[config.mk]
export PLATFORM = sky130hd
export DESIGN_NAME = phy_mgmt_regs
export DESIGN_NICKNAME = d
export VERILOG_FILES = /design/src/rtl/phy_mgmt_pkg.sv /design/src/rtl/ssd_start_check.sv /design/src/rtl/sat_rc_counter.sv /design/src/rtl/synth_cmd_ctrl.sv /design/src/rtl/phy_mgmt_regs.sv
export SDC_FILE = /design/constraint.sdc
export NUM_CORES = 1
export LEC_CHECK = 0
export ABC_AREA = 1
export BUFFER_PORTS_ARGS = -buffer_cell sky130_fd_sc_hd__buf_2
export CAP_MARGIN = 30
export CORE_MARGIN = 2
export CORE_UTILIZATION = 56
export DETAILED_ROUTE_END_ITERATION = 12
export HOLD_SLACK_MARGIN = 0.02
export PLACE_DENSITY = 0.86
export SLEW_MARGIN = 15
export SYNTH_ARGS = -nofsm -noshare
export SYNTH_HDL_FRONTEND = slang
export SYNTH_HIERARCHICAL = 1
export SYNTH_SLANG_ARGS = --single-unit
[constraint.sdc]
create_clock -name clk -period 2 [get_ports clk]
set_input_delay 0.4 -clock clk [delete_from_list [all_inputs] [get_ports clk]]
set_output_delay 0.4 -clock clk [all_outputs]
set_load 0.01 [all_outputs]
[src/rtl/phy_mgmt_pkg.sv]
package phy_mgmt_pkg;

    localparam int unsigned REG_AW = 5;
    localparam int unsigned REG_DW = 16;
    localparam int unsigned CG_W   = 5;

    localparam logic [REG_AW-1:0] ADDR_CTRL = 5'd18;
    localparam logic [REG_AW-1:0] ADDR_FCC  = 5'd19;
    localparam logic [REG_AW-1:0] ADDR_DISC = 5'd20;

    localparam int unsigned BIT_SHIFT = 15;
    localparam int unsigned BIT_LOAD  = 14;
    localparam int unsigned BIT_BDT   = 13;
    localparam int unsigned BIT_EQP   = 12;
    localparam int unsigned BIT_TENP  = 11;
    localparam int unsigned PHYAD_W   = 5;

    localparam logic [CG_W-1:0] SSD_FIRST  = 5'b11000;
    localparam logic [CG_W-1:0] SSD_SECOND = 5'b10001;

    typedef enum logic [1:0] {
        CMD_IDLE  = 2'd0,
        CMD_SHIFT = 2'd1,
        CMD_LOAD  = 2'd2
    } cmd_state_t;

endpackage

[src/rtl/ssd_start_check.sv]
module ssd_start_check
    import phy_mgmt_pkg::*;
(
    input  logic            start,
    input  logic [CG_W-1:0] cg0,
    input  logic [CG_W-1:0] cg1,
    output logic            bad_start
);
    always_comb begin
        bad_start = start && ((cg0 != SSD_FIRST) || (cg1 != SSD_SECOND));
    end
endmodule

[src/rtl/sat_rc_counter.sv]
module sat_rc_counter #(
    parameter int unsigned W = 16
) (
    input  logic         clk,
    input  logic         rst_n,
    input  logic         inc,
    input  logic         clr,
    output logic [W-1:0] cnt
);
    localparam logic [W-1:0] CNT_MAX = {W{1'b1}};
    localparam logic [W-1:0] CNT_ONE = {{(W-1){1'b0}}, 1'b1};

    always_ff @(posedge clk or negedge rst_n) begin
        if (!rst_n) begin
            cnt <= '0;
        end else if (clr) begin
            cnt <= inc ? CNT_ONE : '0;
        end else if (inc && (cnt != CNT_MAX)) begin
            cnt <= cnt + CNT_ONE;
        end
    end
endmodule

[src/rtl/synth_cmd_ctrl.sv]
module synth_cmd_ctrl
    import phy_mgmt_pkg::*;
(
    input  logic       clk,
    input  logic       rst_n,
    input  logic       wr_sel,
    input  logic [1:0] wr_cmd,
    input  logic [2:0] wr_lvl,
    output logic       shift_p,
    output logic       load_p,
    output logic [2:0] lvl_en
);
    cmd_state_t state_q;
    cmd_state_t state_d;

    always_ff @(posedge clk or negedge rst_n) begin
        if (!rst_n) begin
            state_q <= CMD_IDLE;
        end else begin
            state_q <= state_d;
        end
    end

    always_comb begin
        state_d = CMD_IDLE;
        if (wr_sel) begin
            unique case (wr_cmd)
                2'b10:   state_d = CMD_SHIFT;
                2'b01:   state_d = CMD_LOAD;
                default: state_d = CMD_IDLE;
            endcase
        end
    end

    always_comb begin
        shift_p = 1'b0;
        load_p  = 1'b0;
        unique case (state_q)
            CMD_IDLE:  ;
            CMD_SHIFT: shift_p = 1'b1;
            CMD_LOAD:  load_p  = 1'b1;
            default:   ;
        endcase
    end

    always_ff @(posedge clk or negedge rst_n) begin
        if (!rst_n) begin
            lvl_en <= '0;
        end else if (wr_sel) begin
            lvl_en <= wr_lvl;
        end
    end
endmodule

[src/rtl/phy_mgmt_regs.sv]
module phy_mgmt_regs
    import phy_mgmt_pkg::*;
#(
    parameter int unsigned        CNT_W   = 16,
    parameter logic [PHYAD_W-1:0] PHY_ADR = 5'b00001
) (
    input  logic              clk,
    input  logic              rst_n,
    input  logic              frm_start,
    input  logic [CG_W-1:0]   frm_cg0,
    input  logic [CG_W-1:0]   frm_cg1,
    input  logic              rpt_mode,
    input  logic [REG_AW-1:0] reg_addr,
    input  logic              reg_wr,
    input  logic [REG_DW-1:0] reg_wdata,
    input  logic              reg_rd,
    output logic [REG_DW-1:0] reg_rdata,
    output logic              synth_shift_pulse,
    output logic              synth_load_pulse,
    output logic              brkdn_tmr_en,
    output logic              eq_probe_en,
    output logic              tenb_probe_en
);
    localparam int unsigned PAD_W = REG_DW - CNT_W;

    logic             bad_start;
    logic             fc_clr;
    logic             dc_clr;
    logic [CNT_W-1:0] fc_cnt;
    logic [CNT_W-1:0] dc_cnt;
    logic             ctrl_wr;
    logic [2:0]       lvl_en;
    logic [REG_DW-1:0] ctrl_word;
    logic             unused_wdata_bits;

    assign unused_wdata_bits = ^reg_wdata[BIT_TENP-1:0];

    ssd_start_check u_ssd (
        .start     (frm_start),
        .cg0       (frm_cg0),
        .cg1       (frm_cg1),
        .bad_start (bad_start)
    );

    assign fc_clr = reg_rd && (reg_addr == ADDR_FCC);
    assign dc_clr = reg_rd && (reg_addr == ADDR_DISC);

    sat_rc_counter #(.W(CNT_W)) u_fc_cnt (
        .clk   (clk),
        .rst_n (rst_n),
        .inc   (bad_start),
        .clr   (fc_clr),
        .cnt   (fc_cnt)
    );

    sat_rc_counter #(.W(CNT_W)) u_dc_cnt (
        .clk   (clk),
        .rst_n (rst_n),
        .inc   (bad_start && rpt_mode),
        .clr   (dc_clr),
        .cnt   (dc_cnt)
    );

    assign ctrl_wr = reg_wr && (reg_addr == ADDR_CTRL);

    synth_cmd_ctrl u_cmd (
        .clk     (clk),
        .rst_n   (rst_n),
        .wr_sel  (ctrl_wr),
        .wr_cmd  (reg_wdata[BIT_SHIFT:BIT_LOAD]),
        .wr_lvl  (reg_wdata[BIT_BDT:BIT_TENP]),
        .shift_p (synth_shift_pulse),
        .load_p  (synth_load_pulse),
        .lvl_en  (lvl_en)
    );

    assign brkdn_tmr_en  = lvl_en[2];
    assign eq_probe_en   = lvl_en[1];
    assign tenb_probe_en = lvl_en[0];

    always_comb begin
        ctrl_word                   = '0;
        ctrl_word[BIT_SHIFT]        = synth_shift_pulse;
        ctrl_word[BIT_LOAD]         = synth_load_pulse;
        ctrl_word[BIT_BDT:BIT_TENP] = lvl_en;
        ctrl_word[PHYAD_W-1:0]      = PHY_ADR;
    end

    generate
        if (PAD_W > 0) begin : g_pad
            always_ff @(posedge clk or negedge rst_n) begin
                if (!rst_n) begin
                    reg_rdata <= '0;
                end else if (reg_rd) begin
                    unique case (reg_addr)
                        ADDR_CTRL: reg_rdata <= ctrl_word;
                        ADDR_FCC:  reg_rdata <= {{PAD_W{1'b0}}, fc_cnt};
                        ADDR_DISC: reg_rdata <= {{PAD_W{1'b0}}, dc_cnt};
                        default:   reg_rdata <= '0;
                    endcase
                end
            end
        end else begin : g_full
            always_ff @(posedge clk or negedge rst_n) begin
                if (!rst_n) begin
                    reg_rdata <= '0;
                end else if (reg_rd) begin
                    unique case (reg_addr)
                        ADDR_CTRL: reg_rdata <= ctrl_word;
                        ADDR_FCC:  reg_rdata <= fc_cnt[REG_DW-1:0];
                        ADDR_DISC: reg_rdata <= dc_cnt[REG_DW-1:0];
                        default:   reg_rdata <= '0;
                    endcase
                end
            end
        end
    endgenerate
endmodule

==> flow_metrics.tcl <==
set metrics [dict create \
    ctsResizeCount 0 \
    drt_first_iter_violations 241 \
    gp_routability_congestion 0.920 \
    largest_family_of_logic_cells_by_synthesized_area "simple AND/OR/NAND/NOR gates" \
    mappedNetlistArea_um2 3300 \
    synth_cells 474 \
    maximum_level_of_the_cts_h_tree 2 \
    setup-violations-final 0 \
    worstPathArrival_ns 1.92 \
    synth_adder_area_share 0.00758 \
    boundaryPins 58 \
    worstPathRequired_ns 2.20 \
    design_internal_power_mw 1.64 \
    cts_made_buffers 5 \
    placed_cell_area_um2 3640 \
    maximum_number_of_pins_on_one_net_before_global_route_repair 35 \
    vdd.ir_drop.worst_uv 396 \
    net_count_of_the_finished_layout 568 \
    grt_setup_unrepaired "no" \
    combinationalPowerShare 0.208 \
    power_mw 2.44 \
    floorplan.initialDensity 0.589 \
    final_design_area_no_fill_um2 3720 \
    syn_to_final_growth_pct 12.7 \
    finalCritPeriodShare 0.857 \
    netSwitchingFraction 0.329 \
    tritoncts_num_sinks 53 \
    critPathLaunchType "flip-flop" \
    run_status "finished clean" \
    design.core.area_um2 5610 \
    crit_type "flip-flop to flip-flop" \
    min_clock_period_post_route_ns 1.71 \
    power-per-cell-area_nw_per_um2 656 \
    num_antenna_cells 0 \
    p_sw_mw 0.804 \
    synth_compound_area_frac 0.0622 \
    ratio_of_cells_with_drive_above_1_in_the_final_layout 0.172 \
    num_vias 3275 \
    die_height_um 80.8 \
    achievable-frequency_ghz 0.584 \
    std_cell_rows 27 \
    worst_slew_margin_rel 0.684 \
    synth.avg_cell_area_um2 6.96 \
    grt_remaining_overflow 0 \
    fin_skew_ns 0.00202 \
    yosys_warnings 6 \
    port_buffers 46 \
    power_frac_seq 0.553 \
    floorplan.die_area_um2 6520 \
    tritoncts_clock_tree "done" \
    clock_latency_ns 0.30 \
    hold_viol 0 \
    number_of_antenna_violations_at_the_first_check_in_global_routing 0 \
    synthDistinctLibCells 27 \
    route.antenna.remaining_nets 0 \
    regToRegSetupSlack_ns 0.29 \
    share_of_synthesized_area_spent_on_multiplexers 0 \
    crit_fanout 6 \
    seq_area_frac_synth 0.402 \
    tightest_slew_ns 0.473 \
    grt_pass1_wl_um 13500 \
    postLayoutCoreUtil 0.663 \
    cts.hold.buffers_added 0 \
    post_synthesis_sequential_element_count 53 \
    hpwlAfterDp_um 5910 \
    min-delay-path-class "primary input to async pin" \
    first_global_vias 3062 \
    drc 0 \
    drt_wl_total_um 7780 \
    clock-root-buffer "sky130_fd_sc_hd__clkbuf_8" \
    critPathCaptureType "flip-flop" \
    fin_tns_setup_ns 0 \
    synth_xor_xnor_area_share 0.0159 \
    clock_power_share 0.240 \
    ctsLongestPathBuffers 2 \
    all_layer_global_routing_usage 0.263 \
    synthSimpleGateAreaFrac 0.423 \
    max_cap_violations 0 \
    die-width_um 80.8 \
    timing_max_transition_violations_final 0 \
    post_drt_via_cell_ratio 5.44 \
    average_detailed_routed_wire_length_per_instance_um 12.9 \
    static-leakage-power_nw 1.91 \
    synth_fp_nets 513 \
    postCtsSetupRepairBufs 0 \
    clock_transition_at_the_registers_of_the_reported_paths_ns 0.09 \
    drtPass1Iterations 5 \
]
power by group through the flow:
stage / clock (mW) / combinational (mW) / sequential, mW
6_report: 0.585 / 0.506 / 1.35
3_3_place_gp: 0 / 0.470 / 1.36
3_5_place_dp: 0 / 0.498 / 1.37
4_1_cts: 0.594 / 0.502 / 1.34
5_1_grt: 0.648 / 0.583 / 1.37
2_1_floorplan: 0 / 0.353 / 1.33
worst max-delay path: stages, from the launching register on:
cell                       delay, ns
sky130_fd_sc_hd__dfrtp_1        0.45
sky130_fd_sc_hd__ha_1           0.20
sky130_fd_sc_hd__nand2_1        0.11
sky130_fd_sc_hd__nor2_4         0.16
sky130_fd_sc_hd__nand2_2        0.11
sky130_fd_sc_hd__nor2_2         0.16
sky130_fd_sc_hd__nor2_1         0.08
sky130_fd_sc_hd__buf_4          0.16
sky130_fd_sc_hd__a21boi_1       0.13
sky130_fd_sc_hd__nand2_1        0.06
cell type report:
class,instances,area [µm²]
fillers,497,1890
multi-input cells,359,1680
flip-flops and latches,53,1330
repair buffers,62,363
inverters,48,180
well taps,72,90.1
clock buffers,6,72.6
clock inverters,2,10.0
through the flow:
stage / hold WS, ns / instances / setup WS (ns)
after floorplan: 0.104 / 474 / 0.349
after global placement: 0.377 / 594 / 0.190
after CTS: 0.0417 / 602 / 0.313
after global routing: 0.0604 / 602 / 0.157
after detailed placement: 0.378 / 594 / 0.172
final: 0.0381 / 602 / 0.286
cells in the final DEF, fill, tap and decap left out:
master / instances
sky130_fd_sc_hd__clkbuf_1: 1
sky130_fd_sc_hd__nor2_4: 6
sky130_fd_sc_hd__clkinv_1: 3
sky130_fd_sc_hd__a21oi_1: 8
sky130_fd_sc_hd__buf_12: 1
sky130_fd_sc_hd__nand2_4: 1
sky130_fd_sc_hd__dfrtp_1: 53
sky130_fd_sc_hd__nand3_2: 1
sky130_fd_sc_hd__clkinv_2: 2
sky130_fd_sc_hd__buf_2: 46
sky130_fd_sc_hd__nand3_1: 57
sky130_fd_sc_hd__nand3b_1: 2
sky130_fd_sc_hd__nor2_2: 4
sky130_fd_sc_hd__nor2_1: 55
sky130_fd_sc_hd__inv_2: 2
sky130_fd_sc_hd__nor3_1: 2
sky130_fd_sc_hd__nand2_1: 167
sky130_fd_sc_hd__o21ai_2: 4
sky130_fd_sc_hd__nand4_1: 18
sky130_fd_sc_hd__clkbuf_8: 5
sky130_fd_sc_hd__ha_1: 2
sky130_fd_sc_hd__buf_4: 15
sky130_fd_sc_hd__inv_1: 43
sky130_fd_sc_hd__o21bai_1: 6
sky130_fd_sc_hd__o21ai_1: 10
sky130_fd_sc_hd__xnor2_1: 6
sky130_fd_sc_hd__o21ai_0: 4
sky130_fd_sc_hd__a21boi_1: 2
sky130_fd_sc_hd__nand2_2: 4
logic make-up (layout without fill, tap and decap cells):
group / after synthesis / in the layout
AOI/OAI and AO/OA: 34 / 34
DFF: 53 / 53
buffers and inverters: 62 / 118
xor gates and xnor gates: 6 / 6
and+or+nand+nor: 317 / 317
adders and majority gates: 2 / 2
Yosys cell counts:
cell | number | share of area
sky130_fd_sc_hd__a21boi_1 | 2 | 0.0045
sky130_fd_sc_hd__a21oi_1 | 8 | 0.012
sky130_fd_sc_hd__buf_1 | 2 | 0.0023
sky130_fd_sc_hd__buf_2 | 3 | 0.0045
sky130_fd_sc_hd__buf_4 | 2 | 0.0045
sky130_fd_sc_hd__buf_6 | 7 | 0.024
sky130_fd_sc_hd__clkinv_1 | 3 | 0.0034
sky130_fd_sc_hd__dfrtp_1 | 53 | 0.40
sky130_fd_sc_hd__ha_1 | 2 | 0.0076
sky130_fd_sc_hd__inv_1 | 43 | 0.049
sky130_fd_sc_hd__inv_2 | 2 | 0.0023
sky130_fd_sc_hd__nand2_1 | 167 | 0.19
sky130_fd_sc_hd__nand2_2 | 4 | 0.0076
sky130_fd_sc_hd__nand2_4 | 1 | 0.0034
sky130_fd_sc_hd__nand3_1 | 57 | 0.086
sky130_fd_sc_hd__nand3_2 | 1 | 0.0030
sky130_fd_sc_hd__nand3b_1 | 2 | 0.0045
sky130_fd_sc_hd__nand4_1 | 18 | 0.034
sky130_fd_sc_hd__nor2_1 | 55 | 0.063
sky130_fd_sc_hd__nor2_2 | 4 | 0.0076
sky130_fd_sc_hd__nor2_4 | 6 | 0.020
sky130_fd_sc_hd__nor3_1 | 2 | 0.0030
sky130_fd_sc_hd__o21ai_0 | 4 | 0.0061
sky130_fd_sc_hd__o21ai_1 | 10 | 0.015
sky130_fd_sc_hd__o21ai_2 | 4 | 0.011
sky130_fd_sc_hd__o21bai_1 | 6 | 0.014
sky130_fd_sc_hd__xnor2_1 | 6 | 0.016
worst paths after layout:
check,endpoint,start,depth (start not counted)
min in group clk,u_cmd/state_q[0]$_DFF_PN0_,reg_wdata[14],2
max reg2reg,u_fc_cnt/cnt[0]$_DFFE_PN0P_,u_fc_cnt/cnt[0]$_DFFE_PN0P_,9
min reg2reg,reg_rdata[8]$_DFFE_PN0P_,reg_rdata[8]$_DFFE_PN0P_,2
max in group asynchronous,u_dc_cnt/cnt[14]$_DFFE_PN0P_,rst_n,2
max,u_fc_cnt/cnt[0]$_DFFE_PN0P_,u_fc_cnt/cnt[0]$_DFFE_PN0P_,9
min,u_fc_cnt/cnt[7]$_DFFE_PN0P_,rst_n,1
routing by layer:
layer / part of all wire / global-route usage
met3: 0.071 / 0.0456
met1: 0.45 / 0.360
met5: 0 / 0
met4: 0.026 / 0.108
met2: 0.46 / 0.418
sequential cells by signal (all words and copies together) (netlist names):
register and flops:
u_cmd/state_q 2, u_dc_cnt/cnt 16, reg_rdata 16, u_cmd/lvl_en 3
u_fc_cnt/cnt 16
Note: power is estimated with default switching activity, not from simulation.
